`src/rtl/seq_pkg.sv`:
```
package seq_pkg;
  localparam int unsigned OPC_W    = 4;
  localparam int unsigned T_STATES = 5;
  localparam int unsigned T_W      = $clog2(T_STATES) < 1 ? 1 : $clog2(T_STATES);

  typedef logic [T_W-1:0] tstate_t;

  typedef enum logic [OPC_W-1:0] {
    OP_NOP = 4'h0,
    OP_LDA = 4'h1,
    OP_ADD = 4'h2,
    OP_SUB = 4'h3,
    OP_STA = 4'h4,
    OP_LDI = 4'h5,
    OP_JMP = 4'h6,
    OP_JC  = 4'h7,
    OP_JZ  = 4'h8,
    OP_OUT = 4'hE,
    OP_HLT = 4'hF
  } opcode_e;

  typedef struct packed {
    logic pc_out;
    logic mar_in;
    logic mem_out;
    logic ir_in;
    logic pc_inc;
    logic ir_out;
    logic a_in;
    logic a_out;
    logic b_in;
    logic alu_out;
    logic alu_sub;
    logic flag_upd;
    logic mem_wr;
    logic jump_uncond;
    logic jump_if_c;
    logic jump_if_z;
    logic out_ld;
    logic halt;
    logic done;
  } ctl_t;
endpackage

```
`src/rtl/seq_rst_sync.sv`:
```
module seq_rst_sync #(
  parameter int unsigned STAGES = 2
) (
  input  logic clk,
  input  logic rst_n,
  output logic rst_q_n
);
  localparam int unsigned N = (STAGES < 2) ? 2 : STAGES;

  logic [N-1:0] sr_q;

  always_ff @(posedge clk or negedge rst_n) begin
    if (!rst_n) sr_q <= '0;
    else        sr_q <= {sr_q[N-2:0], 1'b1};
  end

  assign rst_q_n = sr_q[N-1];
endmodule

```
`src/rtl/seq_tcount.sv`:
```
module seq_tcount
  import seq_pkg::*;
(
  input  logic    clk,
  input  logic    rst_n,
  input  logic    done,
  input  logic    halt_req,
  output tstate_t tstate,
  output logic    halted
);
  localparam tstate_t T_LAST = tstate_t'(T_STATES - 1);

  tstate_t t_q, t_d;
  logic    halted_q, halted_d;
  logic    adv_en;

  always_comb begin
    adv_en   = !halted_q;
    t_d      = t_q;
    halted_d = halted_q;
    if (halt_req) begin
      halted_d = 1'b1;
    end else if (done || (t_q == T_LAST)) begin
      t_d = '0;
    end else begin
      t_d = tstate_t'(t_q + 1'b1);
    end
  end

  always_ff @(posedge clk or negedge rst_n) begin
    if (!rst_n) begin
      t_q      <= '0;
      halted_q <= 1'b0;
    end else if (adv_en) begin
      t_q      <= t_d;
      halted_q <= halted_d;
    end
  end

  assign tstate = t_q;
  assign halted = halted_q;
endmodule

```
`src/rtl/seq_ucode.sv`:
```
module seq_ucode
  import seq_pkg::*;
(
  input  logic [OPC_W-1:0] opcode,
  input  tstate_t          tstate,
  input  logic             halted,
  output ctl_t             ctl
);
  always_comb begin
    ctl = '0;
    if (halted) begin
      ctl.halt = 1'b1;
    end else if (tstate == tstate_t'(0)) begin
      ctl.pc_out = 1'b1;
      ctl.mar_in = 1'b1;
    end else if (tstate == tstate_t'(1)) begin
      ctl.mem_out = 1'b1;
      ctl.ir_in   = 1'b1;
      ctl.pc_inc  = 1'b1;
    end else begin
      case (opcode)
        OP_LDA, OP_STA, OP_ADD, OP_SUB: begin
          if (tstate == tstate_t'(2)) begin
            ctl.ir_out = 1'b1;
            ctl.mar_in = 1'b1;
          end else if (tstate == tstate_t'(3)) begin
            if (opcode == OP_STA) begin
              ctl.a_out  = 1'b1;
              ctl.mem_wr = 1'b1;
              ctl.done   = 1'b1;
            end else if (opcode == OP_LDA) begin
              ctl.mem_out = 1'b1;
              ctl.a_in    = 1'b1;
              ctl.done    = 1'b1;
            end else begin
              ctl.mem_out = 1'b1;
              ctl.b_in    = 1'b1;
            end
          end else if (tstate == tstate_t'(4)) begin
            if ((opcode == OP_ADD) || (opcode == OP_SUB)) begin
              ctl.alu_out  = 1'b1;
              ctl.a_in     = 1'b1;
              ctl.flag_upd = 1'b1;
              ctl.alu_sub  = (opcode == OP_SUB);
              ctl.done     = 1'b1;
            end
          end
        end
        default: begin
          if (tstate == tstate_t'(2)) begin
            ctl.done = 1'b1;
            case (opcode)
              OP_LDI: begin ctl.ir_out = 1'b1; ctl.a_in = 1'b1; end
              OP_JMP: begin ctl.ir_out = 1'b1; ctl.jump_uncond = 1'b1; end
              OP_JC:  begin ctl.ir_out = 1'b1; ctl.jump_if_c = 1'b1; end
              OP_JZ:  begin ctl.ir_out = 1'b1; ctl.jump_if_z = 1'b1; end
              OP_OUT: begin ctl.a_out = 1'b1; ctl.out_ld = 1'b1; end
              OP_HLT: ctl.halt = 1'b1;
              default: ;
            endcase
          end
        end
      endcase
    end
  end
endmodule

```
`src/rtl/seq_jump_gate.sv`:
```
module seq_jump_gate (
  input  logic jump_uncond,
  input  logic jump_if_c,
  input  logic jump_if_z,
  input  logic carry,
  input  logic zero,
  output logic pc_load
);
  assign pc_load = jump_uncond | (jump_if_c & carry) | (jump_if_z & zero);
endmodule

```
`src/rtl/seq_ctrl.sv`:
```
module seq_ctrl
  import seq_pkg::*;
#(
  parameter int unsigned SYNC_STAGES = 2
) (
  input  logic             clk,
  input  logic             rst_n,
  input  logic [OPC_W-1:0] opcode,
  input  logic             carry,
  input  logic             zero,
  output logic [T_W-1:0]   tstate,
  output logic             pc_out,
  output logic             mar_in,
  output logic             mem_out,
  output logic             ir_in,
  output logic             pc_inc,
  output logic             ir_out,
  output logic             a_in,
  output logic             a_out,
  output logic             b_in,
  output logic             alu_out,
  output logic             alu_sub,
  output logic             flag_upd,
  output logic             mem_wr,
  output logic             jump_uncond,
  output logic             jump_if_c,
  output logic             jump_if_z,
  output logic             pc_load,
  output logic             out_ld,
  output logic             halt,
  output logic             done
);
  logic    rst_q_n;
  tstate_t t_cur;
  logic    halted;
  ctl_t    ctl;

  seq_rst_sync #(.STAGES(SYNC_STAGES)) i_rst_sync (
    .clk     (clk),
    .rst_n   (rst_n),
    .rst_q_n (rst_q_n)
  );

  seq_tcount i_tcount (
    .clk      (clk),
    .rst_n    (rst_q_n),
    .done     (ctl.done),
    .halt_req (ctl.halt & ~halted),
    .tstate   (t_cur),
    .halted   (halted)
  );

  seq_ucode i_ucode (
    .opcode (opcode),
    .tstate (t_cur),
    .halted (halted),
    .ctl    (ctl)
  );

  seq_jump_gate i_jump_gate (
    .jump_uncond (ctl.jump_uncond),
    .jump_if_c   (ctl.jump_if_c),
    .jump_if_z   (ctl.jump_if_z),
    .carry       (carry),
    .zero        (zero),
    .pc_load     (pc_load)
  );

  assign tstate      = t_cur;
  assign pc_out      = ctl.pc_out;
  assign mar_in      = ctl.mar_in;
  assign mem_out     = ctl.mem_out;
  assign ir_in       = ctl.ir_in;
  assign pc_inc      = ctl.pc_inc;
  assign ir_out      = ctl.ir_out;
  assign a_in        = ctl.a_in;
  assign a_out       = ctl.a_out;
  assign b_in        = ctl.b_in;
  assign alu_out     = ctl.alu_out;
  assign alu_sub     = ctl.alu_sub;
  assign flag_upd    = ctl.flag_upd;
  assign mem_wr      = ctl.mem_wr;
  assign jump_uncond = ctl.jump_uncond;
  assign jump_if_c   = ctl.jump_if_c;
  assign jump_if_z   = ctl.jump_if_z;
  assign out_ld      = ctl.out_ld;
  assign halt        = ctl.halt;
  assign done        = ctl.done;
endmodule

```
`config.mk`:
```
export PLATFORM = sky130hd
export DESIGN_NAME = seq_ctrl
export DESIGN_NICKNAME = d
export VERILOG_FILES = /design/src/rtl/seq_pkg.sv /design/src/rtl/seq_rst_sync.sv /design/src/rtl/seq_tcount.sv /design/src/rtl/seq_ucode.sv /design/src/rtl/seq_jump_gate.sv /design/src/rtl/seq_ctrl.sv
export SDC_FILE = /design/constraint.sdc
export NUM_CORES = 1
export LEC_CHECK = 0
export BUFFER_PORTS_ARGS = -buffer_cell sky130_fd_sc_hd__buf_2
export CAP_MARGIN = 25
export CORE_MARGIN = 2
export CORE_UTILIZATION = 43
export DETAILED_ROUTE_END_ITERATION = 10
export GPL_TIMING_DRIVEN = 0
export PLACE_DENSITY = 0.83
export SETUP_SLACK_MARGIN = 0.15
export SLEW_MARGIN = 0
export SYNTH_ARGS = -nofsm -noshare
export SYNTH_HDL_FRONTEND = slang
export SYNTH_SLANG_ARGS = --single-unit
```
`constraint.sdc`:
```
create_clock -name clk -period 1.77 [get_ports clk]
set_clock_uncertainty 0.05 [all_clocks]
set_input_delay 0.0885 -clock clk [delete_from_list [all_inputs] [get_ports clk]]
set_output_delay 0.0885 -clock clk [all_outputs]
set_load 0.005 [all_outputs]
```
==> flow_metrics.env, run 1 <==
export IMPL_core_um2=1710
export IMPL_yosys_most_used_dff="dfrtp_1"
export IMPL_critPathKind="reg -> out"
export IMPL_synth_yosys_seq_area_share_pct=19.3
export IMPL_firstDrtPassIters=4
export IMPL_cts_tree="yes"
export IMPL_hold_violations=3
export IMPL_outcome="finished, violations left"
export IMPL_synth_cell_types=44
export IMPL_cts_made_buffers=3
export IMPL_fin_util_pct=80.0
export IMPL_area_delta_synth_final_pct=75.8
export IMPL_clockBufferDepth=2
export IMPL_die_area_um2=2160
export IMPL_cts_root_buf="clkbuf_4"
export IMPL_grt_pass1_vias=836
export IMPL_routed_wirelength_um=2620
export IMPL_crit_path_max_incr_delay_ns=0.45
export IMPL_arrival_ns=1.87
export IMPL_switching_share_pct=43.5
export IMPL_drtAntennaViolNets=0
export IMPL_final_cell_mix="buf_2, buf_4, buf_6, nor2_1, nand2_1"
export IMPL_fin_setup_tns_ns=-2.36
export IMPL_final_cells=168
export IMPL_cap_violations=0
export IMPL_fp_dieH_um=46.5
export IMPL_ir_worst_vdd_v=0.00117
export IMPL_drc=0
export IMPL_diodes=0
export IMPL_num_vias=879
export IMPL_synth_edf_count=0
export IMPL_finalWeightedCongestion=0.848
export IMPL_worst_hold_path_type="reg -> async"
export IMPL_io_buffers=28
export IMPL_critical_path_buf_inv_count=4
export IMPL_gr_usage_all_layers_pct=24.6
export IMPL_period_minus_slack_ns=2.01
export IMPL_cp_end_kind="output pin"
export IMPL_final_max_slew_viol_count=0
export IMPL_crit_family="buffers and inverters"
export IMPL_clkPwrFrac_pct=6.3
export IMPL_antenna_found_initial=0
export IMPL_path_cells="buf_6, ha_4, nor3_4, o21bai_4, buf_4, nor3_4, buf_4, buf_6"
export IMPL_drt_iter0_markers=31
export IMPL_fin_crit_sh_pct=114
export IMPL_pwr_share_seq_pct=12.0
export IMPL_r2r_slack_ns=-0.08
export IMPL_violations="hold timing, setup timing"
export IMPL_crit_slowest_cell="dfrtp_2"
export IMPL_vias_per_cell=5.23
export IMPL_relSlewSlack_pct=65.7
export IMPL_p_comb_share_pct=81.7
export IMPL_fp_row_count=15
export IMPL_place_ws_ns=-0.0777
export IMPL_fillers=94
export IMPL_leakagePower_nw=0.693
export IMPL_startpoint_type="register"
export IMPL_pin_count=31
export IMPL_p_int_w=0.00117
export IMPL_mappedNetlistArea_um2=777
export IMPL_synth_nets=103
export IMPL_synth_top_area_share_pct=19.3
export IMPL_place_inst=143
export IMPL_clk_pin_slew_worst_paths_ns=0.05
export IMPL_grt_max_degree=11
export IMPL_avgSynthCellArea_um2=8.63
export IMPL_ys_warn_count=0
export IMPL_place_hpwl_um=1470
export IMPL_power_density_nw_per_um2=1520
export IMPL_p_sw_w=0.000904
export IMPL_initial_core_util_pct=45.5
export IMPL_crit_fanout=4
export IMPL_grt_first_pass_wirelength_um=3730
export IMPL_rsz0062_at_grt="true"
export IMPL_setup_viol_count_final=19
export IMPL_synth_largest_area_cell="dfrtp_1"
export IMPL_routedWlPerCell_um=15.6
export IMPL_hold_ws_ns=-0.00377
export IMPL_cp_required_ns=1.63
export IMPL_netlist_instances=90
export IMPL_grt_overflow=0
export IMPL_synth_seq_cells=6
export IMPL_timing_fmax_mhz=498
export IMPL_fin_nets=158
export IMPL_fin_ws_ns=-0.239
export IMPL_layout_drive_gt1_share_pct=66.4
export IMPL_clock_sinks=6
export IMPL_worst_pin_slew_ns=0.501
export IMPL_synthTopCellsByArea="dfrtp_1, ha_1, nor2_1, buf_4, nand2_1"
export IMPL_design_power_total_w=0.00208
export IMPL_layout_commonest_cell="buf_2"
export IMPL_async_flop_share_pct=100
export IMPL_cts_max_level=1
export IMPL_die_w_um=46.5
export IMPL_clkLatencyLatePin_ns=0.26
==> worst reg2reg max path, cell delays in order, from the launching register on <==
cell       delay (ns)
dfrtp_2          0.43
inv_2            0.09
ha_4             0.20
buf_4            0.14
buf_6            0.12
nor4bb_4         0.28
buf_4            0.16
nand2_1          0.06
o2111ai_1        0.11
o21ai_1          0.08
==> synthesized netlist by cell type (2+ instances only) <==
library cell	count
nand2_1	8
xor2_1	2
buf_4	4
ha_1	5
dfrtp_1	6
o31ai_1	3
a31o_1	2
buf_6	2
and2_1	2
and3_1	4
nor3b_1	2
nor2b_1	3
inv_1	6
nor2_1	9
nor3_1	3
==> state kept, by name (all words and copies together) (netlist names) <==
signal           flops
i_tcount.tstate      3
i_rst_sync.sr_q      2
i_tcount.halted      1
==> power by group through the flow <==
stage	clock, W	combinational [W]	sequential [W]
finish	0.000131	0.00170	0.000249
global route	0.000148	0.00180	0.000255
CTS	0.000135	0.00120	0.000227
detailed placement	0	0.000866	0.000230
global placement	0	0.000837	0.000228
floorplan	0	0.000633	0.000226
==> cells by family (layout without fill, tap and decap cells) <==
kind of cell / Yosys count / count (layout) / share of synthesized area (%)
AO/OA/AOI/OAI: 18 / 18 / 20.9
XOR/XNOR: 2 / 2 / 2.25
adder cells (fa/ha/maj): 5 / 5 / 8.05
buffers and inverters: 13 / 66 / 10.3
flip-flops: 6 / 6 / 19.3
multiplexers: 2 / 2 / 3.22
other: 1 / 1 / 0.483
AND/OR/NAND/NOR: 43 / 43 / 35.4
==> per-stage QoR <==
stage / hold slack (ns) / instance area [um2]
after floorplan: -0.257 / 816
after global placement: -0.178 / 987
after detailed placement: -0.174 / 987
after CTS: 0.00427 / 1180
after global routing: 0.0248 / 1370
final: -0.00377 / 1370
==> worst paths after layout <==
| check | start | end | depth (start not counted) |
|---|---|---|---|
| max in group asynchronous | rst_n | i_rst_sync.sr_q[1]$_DFF_PN0_ | 2 |
| setup reg to reg | i_tcount.tstate[0]$_DFFE_PN0P_ | i_tcount.tstate[0]$_DFFE_PN0P_ | 9 |
| hold / removal | i_rst_sync.sr_q[1]$_DFF_PN0_ | i_tcount.halted$_DFF_PN0_ | 0 |
| min in group clk | i_rst_sync.sr_q[0]$_DFF_PN0_ | i_rst_sync.sr_q[1]$_DFF_PN0_ | 0 |
| hold reg to reg | i_rst_sync.sr_q[1]$_DFF_PN0_ | i_tcount.halted$_DFF_PN0_ | 0 |
| setup / recovery | i_tcount.tstate[0]$_DFFE_PN0P_ | flag_upd | 8 |
==> layer usage <==
metal | vias up | wire length (um) | track usage (%)
li1 | 424 | - | -
met1 | 411 | 1120 | 31.4
met2 | 39 | 1310 | 38.3
met3 | 5 | 175 | 7.45
met4 | 0 | 19 | 9.71
met5 | - | 0 | 0
==> cell type report <==
cell class	instances	area [um2]	area share, %
sequential	6	153	11.2
buffer	7	61.3	4.49
inverter	6	22.5	1.65
tap	25	31.3	2.29
timing repair buffer	50	340	24.9
clock buffer	3	22.5	1.65
multi-input combinational	71	736	53.8
==> what timing repair did <==
action	4_1_cts	5_1_grt
gates resized for setup	20	20
setup buffers	9	12
pin swaps	14	12
endpoints found under the setup margin	22	23
hold buffers	1	0
endpoints found under the hold margin	2	0
Power figures use the tool's default switching activity.
==> inputs of run 2 (changes only) <==
--- a/config.mk
+++ b/config.mk
@@ -7,13 +7,11 @@
 export LEC_CHECK = 0
 export BUFFER_PORTS_ARGS = -buffer_cell sky130_fd_sc_hd__buf_2
 export CAP_MARGIN = 25
-export CORE_MARGIN = 2
-export CORE_UTILIZATION = 43
+export CORE_UTILIZATION = 35
 export DETAILED_ROUTE_END_ITERATION = 10
 export GPL_TIMING_DRIVEN = 0
-export PLACE_DENSITY = 0.83
+export PLACE_DENSITY = 0.71
 export SETUP_SLACK_MARGIN = 0.15
-export SLEW_MARGIN = 0
 export SYNTH_ARGS = -nofsm -noshare
 export SYNTH_HDL_FRONTEND = slang
 export SYNTH_SLANG_ARGS = --single-unit
==> flow_metrics.env, run 2 (same netlist as run 1, synthesis figures left out) <==
export IMPL_setup_viol_count_final=17
export IMPL_drtAntennaViolNets=0
export IMPL_cap_violations=0
export IMPL_fin_ws_ns=-0.181
export IMPL_path_cells="ha_4, ha_4, buf_6, buf_6, buf_4, and4_1, a31o_1, buf_2"
export IMPL_pin_count=31
export IMPL_crit_path_start="i_tcount.tstate[0]$_DFFE_PN0P_"
export IMPL_vias_per_cell=5.21
export IMPL_power_density_nw_per_um2=1420
export IMPL_grt_first_pass_wirelength_um=3770
export IMPL_cts_root_buf="clkbuf_4"
export IMPL_critPathKind="reg -> out"
export IMPL_rsz0062_at_grt="true"
export IMPL_timing_fmax_mhz=512
export IMPL_layout_drive_gt1_share_pct=65.2
export IMPL_hold_ws_ns=0.00524
export IMPL_worst_pin_slew_ns=0.496
export IMPL_layout_commonest_cell="buf_2"
export IMPL_cts_max_level=1
export IMPL_ir_worst_vdd_v=0.000930
export IMPL_fin_crit_sh_pct=110
export IMPL_area_delta_synth_final_pct=69.7
export IMPL_final_max_slew_viol_count=0
export IMPL_cp_required_ns=1.63
export IMPL_place_ws_ns=-0.0589
export IMPL_fp_row_count=16
export IMPL_firstDrtPassIters=4
export IMPL_clockBufferDepth=2
export IMPL_fin_util_pct=65.2
export IMPL_hold_violations=0
export IMPL_r2r_slack_ns=-0.10
export IMPL_die_w_um=49.1
export IMPL_antenna_found_initial=0
export IMPL_clock_sinks=6
export IMPL_diodes=0
export IMPL_grt_overflow=0
export IMPL_r2r_start="i_tcount.tstate[0]$_DFFE_PN0P_"
export IMPL_drc=0
export IMPL_clkLatencyLatePin_ns=0.24
export IMPL_startpoint_type="register"
export IMPL_routedWlPerCell_um=14.3
export IMPL_grt_pass1_vias=809
export IMPL_fp_dieH_um=49.1
export IMPL_leakagePower_nw=0.658
export IMPL_final_cell_mix="buf_2, buf_4, buf_6, nor2_1, nand2_1"
export IMPL_worst_hold_path_type="reg -> async"
export IMPL_num_vias=860
export IMPL_routed_wirelength_um=2360
export IMPL_r2r_end="i_tcount.tstate[1]$_DFFE_PN0P_"
export IMPL_reg2regPathDepth=8
export IMPL_relSlewSlack_pct=66.0
export IMPL_final_cells=165
export IMPL_outcome="finished, violations left"
export IMPL_fin_nets=153
export IMPL_crit_slowest_cell="dfrtp_2"
export IMPL_die_area_um2=2410
export IMPL_place_inst=145
export IMPL_violations="setup timing"
export IMPL_arrival_ns=1.81
export IMPL_cts_tree="yes"
export IMPL_finalWeightedCongestion=0.845
export IMPL_drt_iter0_markers=20
export IMPL_cts_made_buffers=3
export IMPL_clk_pin_slew_worst_paths_ns=0.05
export IMPL_period_minus_slack_ns=1.95
export IMPL_gr_usage_all_layers_pct=20.0
export IMPL_initial_core_util_pct=38.4
export IMPL_crit_fanout=4
export IMPL_cp_end_kind="output pin"
export IMPL_crit_path_max_incr_delay_ns=0.45
export IMPL_largest_reg_flops=3
export IMPL_io_buffers=28
export IMPL_grt_max_degree=11
export IMPL_core_um2=2020
export IMPL_crit_end="a_out"
export IMPL_place_hpwl_um=1400
run 2: timing repair:
action	in CTS	in global routing
hold buffers	1	0
resized for setup	26	13
setup buffers	10	6
endpoints found under the setup margin	22	22
pin swaps	9	8
endpoints found under the hold margin	2	0
cloned	0	0
run 2: how the worst min path moves through the flow:
| stage | endpoint | slack, ns | cells past startpoint | startpoint |
|---|---|---|---|---|
| after floorplan | i_rst_sync.sr_q[0]$_DFF_PN0_ | -0.26 | 0 | rst_n |
| after CTS | i_tcount.halted$_DFF_PN0_ | 0.01 | 0 | i_rst_sync.sr_q[1]$_DFF_PN0_ |
| after global placement | i_rst_sync.sr_q[1]$_DFF_PN0_ | -0.18 | 1 | rst_n |
| final | i_tcount.halted$_DFF_PN0_ | 0.005 | 0 | i_rst_sync.sr_q[1]$_DFF_PN0_ |
| after detailed placement | i_rst_sync.sr_q[1]$_DFF_PN0_ | -0.17 | 1 | rst_n |
| after global routing | i_tcount.tstate[0]$_DFFE_PN0P_ | 0.03 | 0 | i_rst_sync.sr_q[1]$_DFF_PN0_ |
run 2: cell type report:
class / instances / area (um2)
fillers: 158 / 703
plain buffers: 7 / 65.1
inverters: 6 / 25.0
clock buffers: 3 / 22.5
multi-input cells: 71 / 717
flip-flops and latches: 6 / 153
well taps: 27 / 33.8
repair buffers: 45 / 303
run 2: metrics by stage:
| stage | power (W) | TNS (ns) | area [um2] |
|---|---|---|---|
| after floorplan | 0.000860 | 0 | 816 |
| after global placement | 0.00108 | -0.0290 | 990 |
| after detailed placement | 0.00109 | -0.107 | 990 |
| after CTS | 0.00162 | -1.65 | 1220 |
| after global routing | 0.00201 | -3.22 | 1320 |
| final | 0.00188 | -1.73 | 1320 |
run 2: worst max-delay path: cells and delay by family (launching register included):
kind                       cells  cell delay (ns)
adders and majority gates      2             0.35
buffers and inverters          4             0.44
AOI/OAI and AO/OA              1             0.18
and+or+nand+nor                1             0.15
DFF                            1             0.45
run 2: power breakdown:
part / leakage, nW / total, W / internal [W] / switching, W
registers: 0.0709 / 0.000248 / 0.000190 / 0.0000581
clock network: 0.0138 / 0.000122 / 0.0000764 / 0.0000451
logic: 0.573 / 0.00151 / 0.000781 / 0.000728
total: 0.658 / 0.00188 / 0.00105 / 0.000831
run 2: routing by layer:
metal  wire length (um)  up-vias  track usage [%]
met4                  0        0             2.94
met2               1270       28             36.5
met3                110        0             3.74
met1                978      412             24.2
met5                  0        -                0
li1                   -      420                -
==> inputs of run 3 (changes only) <==
--- a/config.mk
+++ b/config.mk
@@ -10,8 +10,9 @@
 export CORE_UTILIZATION = 35
 export DETAILED_ROUTE_END_ITERATION = 10
 export GPL_TIMING_DRIVEN = 0
-export PLACE_DENSITY = 0.71
+export PLACE_DENSITY = 0.75
 export SETUP_SLACK_MARGIN = 0.15
 export SYNTH_ARGS = -nofsm -noshare
 export SYNTH_HDL_FRONTEND = slang
+export SYNTH_HIERARCHICAL = 1
 export SYNTH_SLANG_ARGS = --single-unit
==> flow_metrics.env, run 3 <==
export IMPL_synth_seq_cells=6
export IMPL_place_inst=123
export IMPL_synth_largest_area_cell="dfrtp_1"
export IMPL_power_density_nw_per_um2=326
export IMPL_diodes=0
export IMPL_r2r_slack_ns=0.04
export IMPL_synthTopCellsByArea="dfrtp_1, nor2_1, nand2_1, a2111oi_4, a21oi_1"
export IMPL_cp_required_ns=1.86
export IMPL_grt_max_degree=10
export IMPL_cts_made_buffers=3
export IMPL_layout_drive_gt1_share_pct=57.7
export IMPL_synth_edf_count=0
export IMPL_worst_hold_path_type="in -> async"
export IMPL_largest_reg_flops=3
export IMPL_setup_viol_count_final=0
export IMPL_cap_violations=0
export IMPL_crit_fanout=7
export IMPL_fp_row_count=14
export IMPL_synth_top_area_share_pct=24.4
export IMPL_netlist_instances=78
export IMPL_grt_first_pass_wirelength_um=2440
export IMPL_cts_max_level=1
export IMPL_postPlaceCellArea_um2=811
export IMPL_cpMostUsedCell="buf_6"
export IMPL_arrival_ns=1.82
export IMPL_fin_setup_tns_ns=0
export IMPL_outcome="finished, violations left"
export IMPL_r2r_start="i_tcount/tstate[0]$_DFFE_PN0P_"
export IMPL_routedWlPerCell_um=11.6
export IMPL_fin_util_pct=64.2
export IMPL_io_buffers=29
export IMPL_area_delta_synth_final_pct=64.8
export IMPL_startpoint_type="register"
export IMPL_gr_usage_all_layers_pct=16.7
export IMPL_cp_end_kind="register"
export IMPL_mappedNetlistArea_um2=614
export IMPL_yosysMostFrequentCell="nor2_1"
export IMPL_final_cell_mix="buf_2, buf_4, nand2_1, nor2_1, inv_1"
export IMPL_core_um2=1580
export IMPL_timing_fmax_mhz=578
export IMPL_async_flop_share_pct=100
export IMPL_design_power_total_w=0.000330
export IMPL_clock_sinks=6
export IMPL_die_w_um=43.9
export IMPL_critPathKind="reg -> reg"
export IMPL_synth_cell_types=36
export IMPL_clk_pin_slew_worst_paths_ns=0.05
export IMPL_fin_crit_sh_pct=97.8
export IMPL_crit_path_max_incr_delay_ns=0.40
export IMPL_firstDrtPassIters=9
export IMPL_synth_nets=88
export IMPL_crit_slowest_cell="dfrtp_2"
export IMPL_cts_tree="yes"
export IMPL_ir_worst_vdd_v=0.000347
export IMPL_reg2regPathDepth=8
export IMPL_drt_iter0_markers=16
export IMPL_initial_core_util_pct=39.0
export IMPL_num_vias=717
export IMPL_routed_wirelength_um=1620
export IMPL_final_cells=139
export IMPL_period_minus_slack_ns=1.73
export IMPL_grt_pass1_vias=606
export IMPL_drtAntennaViolNets=0
export IMPL_rsz0062_at_grt="true"
export IMPL_place_hpwl_um=1110
export IMPL_path_cells="buf_6, nand3b_1, o41ai_2, nor2b_4, or2_1, buf_6, nor3b_2, a21o_1"
export IMPL_clkLatencyLatePin_ns=0.25
export IMPL_avgSynthCellArea_um2=7.88
export IMPL_final_max_slew_viol_count=0
export IMPL_pin_count=31
export IMPL_leakagePower_nw=0.509
export IMPL_antenna_found_initial=0
export IMPL_layout_commonest_cell="buf_2"
export IMPL_fin_nets=134
export IMPL_grt_overflow=0
export IMPL_cts_root_buf="clkbuf_4"
export IMPL_hold_violations=0
export IMPL_ys_warn_count=6
export IMPL_fillers=139
export IMPL_synth_yosys_seq_area_share_pct=24.4
export IMPL_finalWeightedCongestion=0.800
export IMPL_vias_per_cell=5.16
export IMPL_stdcell_area_um2=1010
export IMPL_drc=1
export IMPL_fp_dieH_um=43.9
export IMPL_clockBufferDepth=2
export IMPL_die_area_um2=1930
export IMPL_violations="DRC"
export IMPL_synth_common_cells="nor2_1, nand2_1, dfrtp_1"
export IMPL_r2r_end="i_tcount/tstate[0]$_DFFE_PN0P_"
export IMPL_yosys_most_used_dff="dfrtp_1"
-- run 3: cell families after synthesis --
group | count (synthesis) | synth area share (%)
xor+xnor | 1 | 1.43
buf+inv | 13 | 11.0
fa+ha+maj | 2 | 4.07
simple gates | 38 | 35.0
compound gates | 17 | 23.4
other cells | 1 | 0.610
flops | 6 | 24.4
-- run 3: worst max path at each step --
stage / depth (start not counted) / from / end
floorplan: 8 / i_tcount/tstate[0]$_DFFE_PN0P_ / i_tcount/tstate[0]$_DFFE_PN0P_
CTS: 8 / i_tcount/tstate[0]$_DFFE_PN0P_ / i_tcount/tstate[0]$_DFFE_PN0P_
global placement: 7 / i_tcount/tstate[0]$_DFFE_PN0P_ / i_tcount/tstate[0]$_DFFE_PN0P_
global route: 6 / i_tcount/tstate[0]$_DFFE_PN0P_ / done
detailed placement: 7 / i_tcount/tstate[0]$_DFFE_PN0P_ / i_tcount/tstate[0]$_DFFE_PN0P_
finish: 8 / i_tcount/tstate[0]$_DFFE_PN0P_ / i_tcount/tstate[0]$_DFFE_PN0P_
-- run 3: where the power goes --
part / internal [W] / switching [W]
combinational: 0.0000212 / 0.0000303
clock: 0.0000856 / 0.0000526
sequential: 0.000140 / 0.000000741
-- run 3: cell type report --
type | instances | area (um2) | share of cell area [%]
Buffer | 7 | 67.6 | 6.67
Inverter | 6 | 22.5 | 2.22
Timing Repair Buffer | 41 | 246 | 24.4
Tap cell | 16 | 20.0 | 1.98
Sequential cell | 6 | 154 | 15.2
Multi-Input combinational cell | 59 | 475 | 47.0
Clock buffer | 4 | 26.3 | 2.60
-- run 3: layer usage --
metal	wire length (um)	global-route usage, %
met1	739	20.0
met2	767	29.3
met3	76	0.417
met4	31	10.9
met5	0	0
-- run 3: repair_timing --
| action | in CTS | in global routing |
|---|---|---|
| endpoints found under the hold margin | 5 | 0 |
| buffers inserted | 8 | 1 |
| pin swaps | 7 | 5 |
| setup endpoints to repair | 18 | 16 |
| resized for setup | 13 | 7 |
| hold buffers | 3 | 0 |
-- run 3: metrics by stage --
step / setup slack [ns] / hold WS [ns]
after floorplan: -0.0298 / -0.257
after global placement: -0.185 / -0.177
after detailed placement: -0.203 / -0.174
after CTS: -0.0307 / 0.0982
after global routing: -0.0305 / 0.0988
final: 0.0390 / 0.108
-- run 3: worst max-delay path, delay by kind of cell (launching register included) --
kind                   cells  cell delay, ns
buffers and inverters      2            0.26
AOI/OAI and AO/OA          2            0.38
DFF                        1            0.40
and+or+nand+nor            4            0.52
